$ cat src/rtl/led_mode_pkg.sv
package led_mode_pkg;

    typedef enum logic [0:0] {
        MODE_NORMAL  = 1'b0,
        MODE_SPECIAL = 1'b1
    } mode_e;

    typedef struct packed {
        logic en;
        logic lat;
    } ctl_smp_t;

    // Signature bit k belongs to step k+1 of the five-step window.
    localparam int unsigned SIG_LEN_DEF = 5;
    localparam logic [SIG_LEN_DEF-1:0] SPC_EN_DEF  = 5'b11101;
    localparam logic [SIG_LEN_DEF-1:0] SPC_LAT_DEF = 5'b01000;
    localparam logic [SIG_LEN_DEF-1:0] NRM_EN_DEF  = 5'b11101;
    localparam logic [SIG_LEN_DEF-1:0] NRM_LAT_DEF = 5'b00000;

endpackage

$ cat src/rtl/led_mode_history.sv
module led_mode_history
    import led_mode_pkg::*;
#(
    parameter int unsigned SEQ_LEN = 5,
    parameter int unsigned FW      = $clog2(SEQ_LEN)
) (
    input  logic                         clk_i,
    input  logic                         rst_ni,
    input  logic                         step_i,
    input  ctl_smp_t                     smp_i,
    output ctl_smp_t [SEQ_LEN-2:0]       hist_o,
    output logic     [FW-1:0]            fill_o
);

    localparam int unsigned TOP = SEQ_LEN - 2;
    localparam logic [FW-1:0] FILL_MAX = FW'(SEQ_LEN - 1);

    ctl_smp_t [SEQ_LEN-2:0] hist_q;
    logic     [FW-1:0]      fill_q;

    // Index 0 holds the oldest sample, TOP the newest.
    for (genvar k = 0; k <= TOP; k++) begin : g_slot
        if (k == TOP) begin : g_head
            always_ff @(posedge clk_i or negedge rst_ni) begin
                if (!rst_ni) begin
                    hist_q[k] <= '0;
                end else if (step_i) begin
                    hist_q[k] <= smp_i;
                end
            end
        end else begin : g_body
            always_ff @(posedge clk_i or negedge rst_ni) begin
                if (!rst_ni) begin
                    hist_q[k] <= '0;
                end else if (step_i) begin
                    hist_q[k] <= hist_q[k+1];
                end
            end
        end
    end

    always_ff @(posedge clk_i or negedge rst_ni) begin
        if (!rst_ni) begin
            fill_q <= '0;
        end else if (step_i && (fill_q != FILL_MAX)) begin
            fill_q <= fill_q + 1'b1;
        end
    end

    assign hist_o = hist_q;
    assign fill_o = fill_q;

endmodule

$ cat src/rtl/led_mode_match.sv
module led_mode_match
    import led_mode_pkg::*;
#(
    parameter int unsigned    WIN     = 5,
    parameter int unsigned    FW      = 3,
    parameter int unsigned    NEED    = 4,
    parameter logic [WIN-1:0] SIG_EN  = '0,
    parameter logic [WIN-1:0] SIG_LAT = '0
) (
    input  ctl_smp_t [WIN-1:0] win_i,
    input  logic     [FW-1:0]  fill_i,
    output logic               hit_o
);

    logic [WIN-1:0] eq;

    for (genvar k = 0; k < WIN; k++) begin : g_cmp
        assign eq[k] = (win_i[k].en == SIG_EN[k]) && (win_i[k].lat == SIG_LAT[k]);
    end

    assign hit_o = (&eq) && (fill_i >= FW'(NEED));

endmodule

$ cat src/rtl/led_mode_fsm.sv
module led_mode_fsm
    import led_mode_pkg::*;
(
    input  logic clk_i,
    input  logic rst_ni,
    input  logic step_i,
    input  logic spc_hit_i,
    input  logic nrm_hit_i,
    output logic special_o,
    output logic clear_o
);

    mode_e state_q, state_d;

    always_ff @(posedge clk_i or negedge rst_ni) begin
        if (!rst_ni) begin
            state_q <= MODE_NORMAL;
        end else begin
            state_q <= state_d;
        end
    end

    // ENTER, RETURN, REFRESH and HOLD transitions
    always_comb begin
        state_d = state_q;
        unique case (state_q)
            MODE_NORMAL: begin
                if (step_i && spc_hit_i) begin
                    state_d = MODE_SPECIAL;
                end
            end
            MODE_SPECIAL: begin
                if (step_i && nrm_hit_i) begin
                    state_d = MODE_NORMAL;
                end
            end
            default: state_d = MODE_NORMAL;
        endcase
    end

    always_comb begin
        special_o = (state_q == MODE_SPECIAL);
        clear_o   = step_i && nrm_hit_i;
    end

endmodule

$ cat src/rtl/led_mode_latch.sv
module led_mode_latch #(
    parameter int unsigned CH_W = 8
) (
    input  logic            clk_i,
    input  logic            rst_ni,
    input  logic            load_i,
    input  logic            clear_i,
    input  logic            enable_i,
    input  logic [CH_W-1:0] data_i,
    output logic [CH_W-1:0] latched_o,
    output logic [CH_W-1:0] drive_o
);

    logic [CH_W-1:0] data_q;

    always_ff @(posedge clk_i or negedge rst_ni) begin
        if (!rst_ni) begin
            data_q <= '0;
        end else if (clear_i) begin
            data_q <= '0;
        end else if (load_i) begin
            data_q <= data_i;
        end
    end

    always_comb begin
        drive_o = enable_i ? '0 : data_q;
    end

    assign latched_o = data_q;

endmodule

$ cat src/rtl/led_mode_seq.sv
module led_mode_seq
    import led_mode_pkg::*;
#(
    parameter int unsigned          CH_W    = 8,
    parameter int unsigned          SEQ_LEN = SIG_LEN_DEF,
    parameter logic [SEQ_LEN-1:0]   SPC_EN  = SPC_EN_DEF,
    parameter logic [SEQ_LEN-1:0]   SPC_LAT = SPC_LAT_DEF,
    parameter logic [SEQ_LEN-1:0]   NRM_EN  = NRM_EN_DEF,
    parameter logic [SEQ_LEN-1:0]   NRM_LAT = NRM_LAT_DEF
) (
    input  logic            clk_i,
    input  logic            rst_ni,
    input  logic            step_i,
    input  logic            enable_i,
    input  logic            latch_i,
    input  logic [CH_W-1:0] shift_data_i,
    output logic            special_mode_o,
    output logic [CH_W-1:0] latched_o,
    output logic [CH_W-1:0] drive_o,
    output logic            bright_load_o
);

    localparam int unsigned FW        = $clog2(SEQ_LEN);
    localparam int unsigned GUARD_LEN = SEQ_LEN - 2;

    ctl_smp_t                 cur_smp;
    ctl_smp_t [SEQ_LEN-2:0]   hist_w;
    ctl_smp_t [SEQ_LEN-1:0]   win_full;
    ctl_smp_t [GUARD_LEN-1:0] win_guard;
    logic     [FW-1:0]        fill_w;
    logic                     spc_hit_w;
    logic                     nrm_hit_w;
    logic                     guard_w;
    logic                     clear_w;
    logic                     load_w;

    assign cur_smp   = '{en: enable_i, lat: latch_i};
    assign win_full  = {cur_smp, hist_w};
    assign win_guard = hist_w[SEQ_LEN-2:1];

    led_mode_history #(.SEQ_LEN(SEQ_LEN), .FW(FW)) u_hist (
        .clk_i  (clk_i),
        .rst_ni (rst_ni),
        .step_i (step_i),
        .smp_i  (cur_smp),
        .hist_o (hist_w),
        .fill_o (fill_w)
    );

    led_mode_match #(
        .WIN(SEQ_LEN), .FW(FW), .NEED(SEQ_LEN - 1),
        .SIG_EN(SPC_EN), .SIG_LAT(SPC_LAT)
    ) u_spc_match (
        .win_i  (win_full),
        .fill_i (fill_w),
        .hit_o  (spc_hit_w)
    );

    led_mode_match #(
        .WIN(SEQ_LEN), .FW(FW), .NEED(SEQ_LEN - 1),
        .SIG_EN(NRM_EN), .SIG_LAT(NRM_LAT)
    ) u_nrm_match (
        .win_i  (win_full),
        .fill_i (fill_w),
        .hit_o  (nrm_hit_w)
    );

    // Entry guard: stored steps so far match the special prefix.
    led_mode_match #(
        .WIN(GUARD_LEN), .FW(FW), .NEED(GUARD_LEN),
        .SIG_EN(SPC_EN[GUARD_LEN-1:0]), .SIG_LAT(SPC_LAT[GUARD_LEN-1:0])
    ) u_guard_match (
        .win_i  (win_guard),
        .fill_i (fill_w),
        .hit_o  (guard_w)
    );

    led_mode_fsm u_fsm (
        .clk_i     (clk_i),
        .rst_ni    (rst_ni),
        .step_i    (step_i),
        .spc_hit_i (spc_hit_w),
        .nrm_hit_i (nrm_hit_w),
        .special_o (special_mode_o),
        .clear_o   (clear_w)
    );

    assign load_w        = latch_i && !special_mode_o && !guard_w;
    assign bright_load_o = latch_i &&  special_mode_o && !guard_w;

    led_mode_latch #(.CH_W(CH_W)) u_latch (
        .clk_i     (clk_i),
        .rst_ni    (rst_ni),
        .load_i    (load_w),
        .clear_i   (clear_w),
        .enable_i  (enable_i),
        .data_i    (shift_data_i),
        .latched_o (latched_o),
        .drive_o   (drive_o)
    );

endmodule

$ cat config.mk
export PLATFORM = sky130hd
export DESIGN_NAME = led_mode_seq
export DESIGN_NICKNAME = d
export VERILOG_FILES = /design/src/rtl/led_mode_pkg.sv /design/src/rtl/led_mode_history.sv /design/src/rtl/led_mode_match.sv /design/src/rtl/led_mode_fsm.sv /design/src/rtl/led_mode_latch.sv /design/src/rtl/led_mode_seq.sv
export SDC_FILE = /design/constraint.sdc
export NUM_CORES = 1
export LEC_CHECK = 0
export ABC_AREA = 1
export BUFFER_PORTS_ARGS = -buffer_cell sky130_fd_sc_hd__buf_2
export CAP_MARGIN = 20
export CORE_MARGIN = 2
export CORE_UTILIZATION = 50
export DETAILED_ROUTE_END_ITERATION = 16
export PLACE_DENSITY_LB_ADDON = 0.1
export SLEW_MARGIN = 40
export SYNTH_ARGS = -nofsm -noshare
export SYNTH_HDL_FRONTEND = slang
export SYNTH_SLANG_ARGS = --single-unit
$ cat constraint.sdc
create_clock -name clk_i -period 1.5 [get_ports clk_i]
set_input_delay 0.075 -clock clk_i [delete_from_list [all_inputs] [get_ports clk_i]]
set_output_delay 0.075 -clock clk_i [all_outputs]
set_load 0.005 [all_outputs]
==> out/qor.yml <==
status: "complete, but fails checks"
violations: "hold timing, setup timing"
port-buffer-count: 30
max_freq_ghz: 0.615
worst_slack_ns: -0.125
synth.avg_cell_area_sq_um: 8.31
hold_class: "in -> reg"
cts_made_buffers: 3
max_stage_delay_ns: 0.41
slew_headroom: 0.700
place_hpwl_mm: 1.47
cp-end-kind: "output pin"
core_sq_um: 1960
rsz0062_at_grt: "yes"
worst_slew_pin_slew_ns: 0.450
post_drt_wl_per_cell_um: 11.4
layout-drive-gt1-share: 0.323
setup_violations: 1
post_drt_via_cell_ratio: 4.73
holdWs_ns: -0.00129
cp.arrival_ns: 1.55
cts.path.max_buffers: 2
final_common_cell: "buf_2"
htree_num_levels: 1
drtIter0Drc: 14
drc: 0
n_antenna_cell: 0
p_leak_nw: 0.752
hold_depth: 3
cts_tree: "yes"
grt_pass1_vias: 858
insertion_delay_ns: 0.30
crit_path_top_delay_cell: "dfrtp_1"
synth_nets: 141
dieHeight_um: 49.6
fp.dieArea_sq_um: 2460
crit_type: "reg -> out"
syn_area_sq_um: 1040
worstPathRequired_ns: 1.42
ir_drop_mv: 0.883
grt_usage: 0.197
crit_chain: "ha_2 -> ha_4 -> nor2_4 -> nand2_2 -> nand3_4 -> and3_4 -> buf_6"
syn_to_final_growth_pct: 31.9
nets: 184
ys_seq_elements: 20
num_rows: 16
io_pins: 31
path_max_fanout: 2
finalCritPeriodShare: 1.08
num_vias: 918
clk_pin_slew_ns: 0.11
power.density_nw_per_um2: 1110
gp_congestion: 0.807
grt_overflow: 0
maxCapViolations: 0
drtPass1Iterations: 6
clockRootBuffer: "clkbuf_4"
start_kind: "register"
hold_viol_final: 1
mostFrequentLayoutCells: "29 x buf_2, 24 x nand2_1, 20 x dfrtp_1"
period_needed_ns: 1.63
fp.dieW_um: 49.6
ys_types: 20
slew_violations: 0
postLayoutCoreUtil: 0.698
grt_max_degree: 21
skew_ns: 0.00121
r2r_cells: 9
synth_cells: 125
yosys_warnings: 0
grt_pass1_wl_mm: 3.73
initial_core_util: 0.529
antenna_found_initial: 0
wl_mm: 2.21
cts.sinks: 20
ant_nets: 0
ys_seq_area_frac: 0.482
-- worst paths after layout --
path	startpoint	endpoint	slack, ns
max	u_hist.fill_o[1]	bright_load_o	-0.13
min	shift_data_i[6]	u_latch.latched_o[6]	-0.001
max reg2reg	u_hist.fill_o[1]	u_latch.latched_o[2]	0.01
min reg2reg	u_hist.hist_o[1]	u_hist.hist_o[1]	0.51
max in group asynchronous	rst_ni	u_latch.latched_o[7]	0.96
min in group asynchronous	rst_ni	u_hist.hist_o[3]	0.23
-- per-stage QoR --
stage	power (mW)	TNS (ns)	area [sq um]	worst slack, ns	cells
floorplan	0.964	0	1040	0.181	125
global placement	1.07	0	1210	0.0928	180
CTS	1.44	-0.160	1320	-0.157	192
detailed placement	1.08	0	1210	0.0684	180
finish	1.52	-0.125	1370	-0.125	194
global route	1.66	-0.692	1370	-0.206	194
-- critical path: cells and delay by family, from the launching register on --
family | cells | cell delay, ns
adder cells (fa/ha/maj) | 2 | 0.36
AND/OR/NAND/NOR | 4 | 0.39
buffers and inverters | 1 | 0.08
flip-flops | 1 | 0.41
-- synthesized netlist by cell type (all sizes together) --
master / n / share of area
a21oi: 1 / 0.0048
and3: 1 / 0.0072
buf: 2 / 0.016
dfrtp: 20 / 0.48
ha: 3 / 0.036
inv: 20 / 0.072
nand2: 30 / 0.13
nand3: 18 / 0.099
nand3b: 1 / 0.0072
nor2: 18 / 0.089
nor3: 1 / 0.0048
o21ai: 9 / 0.043
xor2: 1 / 0.0084
-- power by group --
part,internal [mW],switching [mW],total [mW]
sequential,0.629,0.0749,0.704
combinational,0.238,0.266,0.503
clock,0.148,0.166,0.314
total,1.02,0.506,1.52
-- sequential cells by signal, indices dropped and copies added (netlist names) --
signal,flops
u_hist.fill_o,3
u_hist.hist_o,8
u_latch.latched_o,8
u_fsm.special_o,1
-- cell type report --
type / instances / area [sq um]
clock buffer: 4 / 36.3
fill: 183 / 592
inverter: 20 / 75.1
multi-input combinational: 83 / 475
sequential: 20 / 500
tap: 27 / 33.8
timing repair buffer: 40 / 249
-- timing repair --
action	4_1_cts	5_1_grt
hold buffers	6	1
hold endpoints to repair	25	1
pin swaps	2	3
setup buffers	2	2
setup endpoints to repair	1	9
resized for setup	1	7
-- cell families (layout without fill, tap and decap cells) --
kind of cell	count (synthesis)	in the layout	synth area share
AOI/OAI and AO/OA	10	10	0.0482
buffers and inverters	22	64	0.0879
adders and majority gates	3	3	0.0361
DFF	20	20	0.482
xor gates and xnor gates	1	1	0.00844
and+or+nand+nor	69	69	0.337
-- metal layers --
metal,global-route usage,wire (um),vias to the layer above
met2,0.329,1110,31
met1,0.255,952,406
li1,-,-,475
met5,0,0,-
met3,0.0364,100,6
met4,0.0694,48,0
Power figures use the tool's default switching activity.
